### src/rtl/dcr_pkg.sv
package dcr_pkg;

    localparam int GRP_W = 3;
    localparam int SUB_W = 3;
    localparam int MAJ_W = 4;
    localparam int MIN_W = 4;

    typedef struct packed {
        logic [GRP_W-1:0] grp;
        logic [SUB_W-1:0] sub;
        logic [MAJ_W-1:0] maj;
        logic [MIN_W-1:0] mnr;
    } sel_t;

    localparam int SEL_W = $bits(sel_t);

    typedef struct packed {
        logic wr;
        sel_t sel;
    } cmd_t;

    localparam int CMD_W = $bits(cmd_t);

    function automatic int chain_width(input int data_w);
        return data_w + 1 + CMD_W;
    endfunction

endpackage

### src/rtl/dcr_shift.sv
module dcr_shift #(
    parameter int DATA_W  = 32,
    parameter int CHAIN_W = dcr_pkg::chain_width(32)
) (
    input  logic               clk,
    input  logic               rst,
    input  logic               en_cap,
    input  logic               en_shift,
    input  logic               tdi,
    input  logic               busy,
    input  logic               done,
    input  logic               load_rd,
    input  logic [DATA_W-1:0]  rd_data,
    output logic [CHAIN_W-1:0] chain,
    output logic               tdo
);
    localparam int CTL = DATA_W;

    always_ff @(posedge clk) begin
        if (rst) begin
            chain <= '0;
        end else if (en_cap) begin
            if (busy) begin
                chain[CTL] <= 1'b0;
            end else begin
                chain[CTL] <= done;
                if (load_rd) begin
                    chain[DATA_W-1:0] <= rd_data;
                end
            end
        end else if (en_shift) begin
            chain <= {tdi, chain[CHAIN_W-1:1]};
        end
    end

    assign tdo = chain[0];

    AST_CAP_BUSY: assert property (@(posedge clk) disable iff (rst)
        en_cap && busy |=> !chain[CTL] && chain[CHAIN_W-1:CTL+1] == $past(chain[CHAIN_W-1:CTL+1])
            && chain[DATA_W-1:0] == $past(chain[DATA_W-1:0])) else $error("cap busy");
    AST_SHIFT_IN: assert property (@(posedge clk) disable iff (rst)
        en_shift && !en_cap |=> chain[CHAIN_W-1] == $past(tdi)
            && chain[CHAIN_W-2:0] == $past(chain[CHAIN_W-1:1])) else $error("shift");
    AST_CHAIN_HOLD: assert property (@(posedge clk) disable iff (rst)
        !en_cap && !en_shift |=> $stable(chain)) else $error("hold");

endmodule

### src/rtl/dcr_access.sv
module dcr_access #(
    parameter int DATA_W = 32
) (
    input  logic                      clk,
    input  logic                      rst,
    input  logic                      start,
    input  dcr_pkg::cmd_t             cmd_in,
    input  logic [DATA_W-1:0]         data_in,
    input  logic                      cap_idle,
    input  logic                      ack,
    input  logic [DATA_W-1:0]         rdata,
    output logic                      req,
    output logic                      we,
    output logic [dcr_pkg::SEL_W-1:0] addr,
    output logic [DATA_W-1:0]         wdata,
    output logic                      busy,
    output logic                      done,
    output logic                      fresh,
    output logic [DATA_W-1:0]         rd_q
);
    dcr_pkg::cmd_t     cmd_q;
    logic [DATA_W-1:0] wdata_q;
    logic              accept;
    logic              finish;

    assign accept = start && !busy;
    assign finish = busy && ack;

    always_ff @(posedge clk) begin
        if (rst) begin
            busy    <= 1'b0;
            done    <= 1'b0;
            fresh   <= 1'b0;
            cmd_q   <= '0;
            wdata_q <= '0;
            rd_q    <= '0;
        end else begin
            if (accept) begin
                busy    <= 1'b1;
                done    <= 1'b0;
                fresh   <= 1'b0;
                cmd_q   <= cmd_in;
                wdata_q <= cmd_in.wr ? data_in : '0;
            end else if (finish) begin
                busy <= 1'b0;
                done <= 1'b1;
                if (!cmd_q.wr) begin
                    rd_q  <= rdata;
                    fresh <= 1'b1;
                end
            end else if (cap_idle) begin
                fresh <= 1'b0;
            end
        end
    end

    assign req   = busy;
    assign we    = cmd_q.wr;
    assign addr  = cmd_q.sel;
    assign wdata = wdata_q;

    AST_START_REQ: assert property (@(posedge clk) disable iff (rst)
        start && !req |=> req) else $error("start");
    AST_RD_WDATA: assert property (@(posedge clk) disable iff (rst)
        req && !we |-> wdata == '0) else $error("rd wdata");
    AST_REQ_HOLD: assert property (@(posedge clk) disable iff (rst)
        req && !ack |=> req && $stable(we) && $stable(addr) && $stable(wdata)) else $error("hold");
    AST_ACK_DROP: assert property (@(posedge clk) disable iff (rst)
        req && ack |=> !req && done) else $error("ack drop");
    AST_DONE_KEEP: assert property (@(posedge clk) disable iff (rst)
        done && !start |=> done) else $error("done keep");

endmodule

### src/rtl/dcr_scan_chain.sv
module dcr_scan_chain #(
    parameter int DATA_W = 32
) (
    input  logic                      clk,
    input  logic                      rst,
    input  logic                      chain_sel,
    input  logic                      cap_dr,
    input  logic                      shift_dr,
    input  logic                      upd_dr,
    input  logic                      tdi,
    output logic                      tdo,
    output logic                      req,
    output logic                      we,
    output logic [dcr_pkg::SEL_W-1:0] addr,
    output logic [DATA_W-1:0]         wdata,
    input  logic                      ack,
    input  logic [DATA_W-1:0]         rdata
);
    localparam int CHAIN_W = dcr_pkg::chain_width(DATA_W);
    localparam int CTL     = DATA_W;

    logic [CHAIN_W-1:0] chain;
    logic               en_cap;
    logic               en_shift;
    logic               en_upd;
    logic               start;
    logic               busy;
    logic               done;
    logic               fresh;
    logic [DATA_W-1:0]  rd_q;
    dcr_pkg::cmd_t      cmd;

    assign en_cap   = chain_sel && cap_dr;
    assign en_shift = chain_sel && shift_dr && !cap_dr;
    assign en_upd   = chain_sel && upd_dr;
    assign start    = en_upd && chain[CTL];
    assign cmd      = dcr_pkg::cmd_t'(chain[CHAIN_W-1:CTL+1]);

    dcr_shift #(.DATA_W(DATA_W), .CHAIN_W(CHAIN_W)) u_shift (
        .clk      (clk),
        .rst      (rst),
        .en_cap   (en_cap),
        .en_shift (en_shift),
        .tdi      (tdi),
        .busy     (busy),
        .done     (done),
        .load_rd  (fresh),
        .rd_data  (rd_q),
        .chain    (chain),
        .tdo      (tdo)
    );

    dcr_access #(.DATA_W(DATA_W)) u_access (
        .clk      (clk),
        .rst      (rst),
        .start    (start),
        .cmd_in   (cmd),
        .data_in  (chain[DATA_W-1:0]),
        .cap_idle (en_cap && !busy),
        .ack      (ack),
        .rdata    (rdata),
        .req      (req),
        .we       (we),
        .addr     (addr),
        .wdata    (wdata),
        .busy     (busy),
        .done     (done),
        .fresh    (fresh),
        .rd_q     (rd_q)
    );

    AST_UNSEL_NO_REQ: assert property (@(posedge clk) disable iff (rst)
        !chain_sel |=> !$rose(req)) else $error("unsel");
    AST_BUSY_IGNORE: assert property (@(posedge clk) disable iff (rst)
        req && !ack && upd_dr |=> $stable(addr) && $stable(we)) else $error("busy start");

endmodule

### config.mk
export PLATFORM = sky130hd
export DESIGN_NAME = dcr_scan_chain
export DESIGN_NICKNAME = d
export VERILOG_FILES = /design/src/rtl/dcr_pkg.sv /design/src/rtl/dcr_shift.sv /design/src/rtl/dcr_access.sv /design/src/rtl/dcr_scan_chain.sv
export SDC_FILE = /design/constraint.sdc
export NUM_CORES = 1
export LEC_CHECK = 0
export ABC_CLOCK_PERIOD_IN_PS = 1700
export BUFFER_PORTS_ARGS = -buffer_cell sky130_fd_sc_hd__buf_4
export CELL_PAD_IN_SITES_DETAIL_PLACEMENT = 2
export CELL_PAD_IN_SITES_GLOBAL_PLACEMENT = 2
export CORE_MARGIN = 5
export CORE_UTILIZATION = 34
export DETAILED_ROUTE_END_ITERATION = 7
export MAX_ROUTING_LAYER = met4
export PLACE_DENSITY = 0.89
export SYNTH_ARGS = -nofsm -noshare
export SYNTH_HDL_FRONTEND = slang
export SYNTH_SLANG_ARGS = --single-unit
export TNS_END_PERCENT = 10
### constraint.sdc
create_clock -name clk -period 1.7 [get_ports clk]
set_input_delay 0.255 -clock clk [delete_from_list [all_inputs] [get_ports clk]]
set_output_delay 0.255 -clock clk [all_outputs]
set_load 0.03 [all_outputs]
; ---- Word-level counts from Yosys, hierarchy flattened
; Cells that the tools add are included.
[word_totals]
in_bits = 40
regBits = 130
elab_cells = 48
output_inout_bits = 49
[classes]
n_bitwise = 3
mux = 11
n_reduce_logical = 18
n_eq_ne = 3
[op_table]
columns = op, n
row1 = 32-bit two-way mux, 3
row2 = 33-bit two-way mux, 2
row3 = 1-bit logical AND, 8
row4 = 1-bit two-way mux, 6
row5 = 3-bit AND reduction, 2
row6 = 2-bit nonzero test, 3
row7 = 2-bit != test (second input constant), 2
row8 = 2-bit AND reduction, 2
row9 = 1-bit inverter, 3
row10 = 1-bit zero test, 2
row11 = 2-bit by 1-bit != test with 1-bit output (second input constant), 1
row12 = 2-bit OR reduction, 1

; ---- Depth between registers and ports, before layout
[depth]
depth_word = 5
mapped_depth = 6

; ---- Modules after synthesis
; A second synthesis with hierarchy kept.
[hier_totals]
hier_cells = 516
hier_area_um2 = 4973.5
[modules_own_cells]
columns = mod, n_inst, cells_each, area_each_um2
row1 = dcr_access, 1, 291, 2736.4
row2 = dcr_shift, 1, 221, 2205.9
row3 = dcr_scan_chain, 1, 4, 31.3

; ---- Least setup slack after synthesis
; Ideal clock, no wire load.
[synth_timing]
path_type = register to register
from = reg u_access.busy
to = reg u_shift.chain[17]
slack_ps = 246
path_stages_with_launch = 5
arrival_time_ps = 1367
path_buffers = 1
required_ps = 1613
cell_sequence = dfxtp_1 -> nand3b_4 -> clkbuf_1 -> o21ai_0 -> a221oi_2
[synth_via]
elab_chain_len = 2
[synth_lines]
columns = item, line
row1 = start: declaration, dcr_access.sv:16  ; output logic busy,
row2 = start signal: assignment, dcr_access.sv:31  ; busy <= 1'b0;
row3 = start signal: assignment, dcr_access.sv:39  ; busy <= 1'b1;
row4 = start signal: assignment, dcr_access.sv:45  ; busy <= 1'b0;
row5 = 2-bit != test (no line), n/a
row6 = 3-bit AND reduction (no line), n/a
row7 = end signal: indexed assignment, dcr_shift.sv:26  ; chain[CTL] <= done;
row8 = end signal: indexed assignment, dcr_shift.sv:28  ; chain[DATA_W-1:0] <= rd_data;
row9 = end signal: assignment, dcr_shift.sv:32  ; chain <= {tdi, chain[CHAIN_W-1:1]};
row10 = end: declaration, dcr_shift.sv:14  ; output logic [CHAIN_W-1:0] chain,
; Every way passes these cells.
; A chain may end at the register's enable or synchronous reset.

; ---- Final worst setup path
[layout_timing]
from = reg u_access.busy
to = reg u_access.wdata_q[8], in the netlist u_access.wdata[8]
[layout_via]
elab_chain_len = 2
[layout_lines]
columns = item, line
row1 = 1-bit zero test, dcr_access.sv:26  ; assign accept = start && !busy;
row2 = 1-bit logical AND, dcr_access.sv:26
row3 = end signal: assignment, dcr_access.sv:43  ; wdata_q <= cmd_in.wr ? data_in : '0;
row4 = end: declaration, dcr_access.sv:22  ; logic [DATA_W-1:0] wdata_q;
; Every way passes these cells.

==> flow_summary.ini <==
[status]
outcome = finished, final reports clean

[worst_setup_path]
crit_path_start_kind = flop
rr_endpoint = u_access.wdata[8]
cp_data_arrival_time_ns = 2.04
required_ns = 2.07
crit_path_end_kind = flop
r2r_cells = 3
r2r_slack_ns = 0.03
crit_type = reg -> reg
reg2reg_from = u_access.busy
cp_max_fo = 33

[drt]
drt_iter0_drc = 243
wire_per_inst_um = 21.4
routed_wl_um = 17500
dr.pass1.iters = 5
drc = 0
dr_total_vias = 4350
viasPerCell = 5.32
drtAntennaViolNets = 0

[synth]
synth.area.top_cells = dfxtp_1 (51%), nand2_1 (8.9%), a221oi_2 (8.8%)
synthTopCellsByCount = dfxtp_1 (130), nand2_1 (122), a21oi_1 (64), inv_1 (33), o21ai_0 (33)
synthArstFlopShare_pct = 0
netlist_area_sq_mm = 0.00512
ys.flop_type = dfxtp_1
yosys_warnings = 0
yosysMostFrequentCell = dfxtp_1
synth_seq_cells = 130
synth-edff-count = 0
synth_nets = 585
syn_inst = 545
yosysTopAreaCellShare_pct = 50.8
synth_cell_types = 28
yosysTopAreaCell = dfxtp_1
synth_seq_area_share_pct = 50.8
postSynthAreaPerCell_sq_um = 9.40

[floorplanning]
die_h_um = 133
dieWidth_um = 133
dieArea_sq_mm = 0.0176
rows = 44
initial_utilization_pct = 35.0
core_area_sq_mm = 0.0146
pin_count = 89

[grt]
grt_pass1_wl_um = 28000
antenna_found_initial = 0
grt-ovfl-total = 0
grt_max_degree = 48
grt_use_total_pct = 20.9
grt_pass1_vias = 4899

[timing]
setup_tns_ns = 0
max_clock_freq_mhz = 599
post-route-period-util_pct = 98.2
worst-slew-pin-transition_ns = 0.913
slew_headroom_pct = 39.0
layout_min_cycle_time_ns = 1.67
setup_viol = 0
slew_violations = 0
whs_ns = 0.0695
rsz0062_at_grt = yes
timing.final.hold_violations = 0
fin_skew_ns = 0.0105

[cells_and_area]
n_antenna_cell = 0
fillCellCount = 1568
postLayoutCellArea_sq_mm = 0.00646
syn2layout_area_growth_pct = 26.2
fin_nets = 661
drive_above_1_share_pct = 27.0

[clocking]
cts.path.max_buffers = 2
cts_tree = yes
clock_sinks = 130
postCtsHoldBufs = 0
htreeDepth = 4
clkLatencyLatePin_ns = 0.43
cts.reportedPaths.clkPinSlew_ns = 0.06
cts-buffers-inserted = 17
ctsRootBufferMaster = clkbuf_16

[power]
vdd_drop_max_v = 0.000728
power_leakage_nw = 2.44
powerDensity_mw_per_mm2 = 1120

[placed_design]
place_area_sq_mm = 0.00588
port_buffers = 88
dpl.hpwl_um = 10600
gp_congestion = 0.728

[hold_path]
holdPathEnd = u_access.rd_q[3]
min_path_type = in -> reg
min-delay-start = rdata[3]
holdPathStages = 3

[job]
max-cap-violations = 0
[through the flow]
step | std cells | setup WS [ns] | util (%) | power, mW
4_1_cts | 817 | 0.0300 | 44.1 | 7.30
6_report | 817 | 0.0300 | 44.1 | 7.22
2_1_floorplan | 545 | 0.246 | - | 3.46
3_5_place_dp | 786 | -0.0524 | 40.2 | 3.62
3_3_place_gp | 786 | 0.105 | 40.2 | 3.59
5_1_grt | 817 | -0.0465 | 44.1 | 7.45
[layout by cell type (no fill, tap or decap), types with 2 or more instances in the layout]
master     Yosys  routed
a22o_1        32      32
nand2b_1       2       2
buf_4          1     103
bufinv_16      0       2
inv_1         33      33
nand3b_1       4       4
a21boi_0      23      23
a21boi_1       9       9
clkbuf_8       0       3
and3b_1        2       2
dfxtp_1      130     129
o21ai_0       33      33
a221oi_2      30      30
clkbuf_16      0      17
clkinv_2       0       7
nor3_1         2       2
a21oi_1       64      64
nand2_1      122     122
a221oi_1       3       3
[per-layer routing]
metal,vias to the layer above,GRT usage (%),routed length (um)
li1,2039,-,-
met1,2196,23.2,7420
met2,88,35.4,8940
met3,27,7.37,857
met4,0,6.12,297
met5,-,-,0
[worst max path at each step]
stage	start	endpoint	slack (ns)
finish	u_access.busy	u_access.wdata[8]	0.03
global route	u_access.busy	u_access.wdata[9]	-0.05
CTS	u_access.busy	u_access.wdata[9]	0.03
detailed placement	u_access.busy	u_access.wdata[6]	-0.05
global placement	u_access.busy	u_access.wdata[12]	0.10
floorplan	u_access.busy	u_shift.chain[17]	0.25
[sequential cells by signal, indices dropped and copies added (netlist names)]
| name | cells |
|---|---|
| u_access.we | 1 |
| u_shift.chain | 48 |
| u_access.fresh | 1 |
| u_access.done | 1 |
| u_access.busy | 1 |
| u_access.addr | 14 |
| u_access.wdata | 32 |
| u_access.rd_q | 32 |
[cell families after synthesis]
kind of cell    after synthesis  share of synthesized area [%]
compound gates              197                           29.5
simple gates                138                           12.1
flops                       130                           50.8
buf+inv                      80                           7.59
[critical path: stages (launching register included)]
cell	delay [ns]
dfxtp_4	0.40
and4b_1	0.24
nor2_4	0.70
a22o_1	0.26
[timing repair]
action	CTS	global route
buffers inserted	0	0
gates resized for setup	2	0
endpoints found under the hold margin	0	0
endpoints found under the setup margin	34	29
gates cloned	0	0
pin swaps	1	10
[cell type report]
class / count / area, sq um / share of cell area [%]
inverter: 33 / 124 / 1.92
clock inverter: 11 / 111 / 1.72
tap: 184 / 230 / 3.56
sequential: 130 / 2610 / 40.3
multi-input combinational: 335 / 2130 / 33.0
timing repair buffer: 104 / 793 / 12.3
clock buffer: 20 / 467 / 7.22
[report_power, final]
| group | leakage, nW | internal (mW) | switching (mW) |
|---|---|---|---|
| Clock | 0.291 | 2.25 | 1.41 |
| Combinational | 1.10 | 0.168 | 0.259 |
| Sequential | 1.05 | 3.10 | 0.0470 |
| Total | 2.44 | 5.51 | 1.71 |
Note: power is estimated with default switching activity, not from simulation.
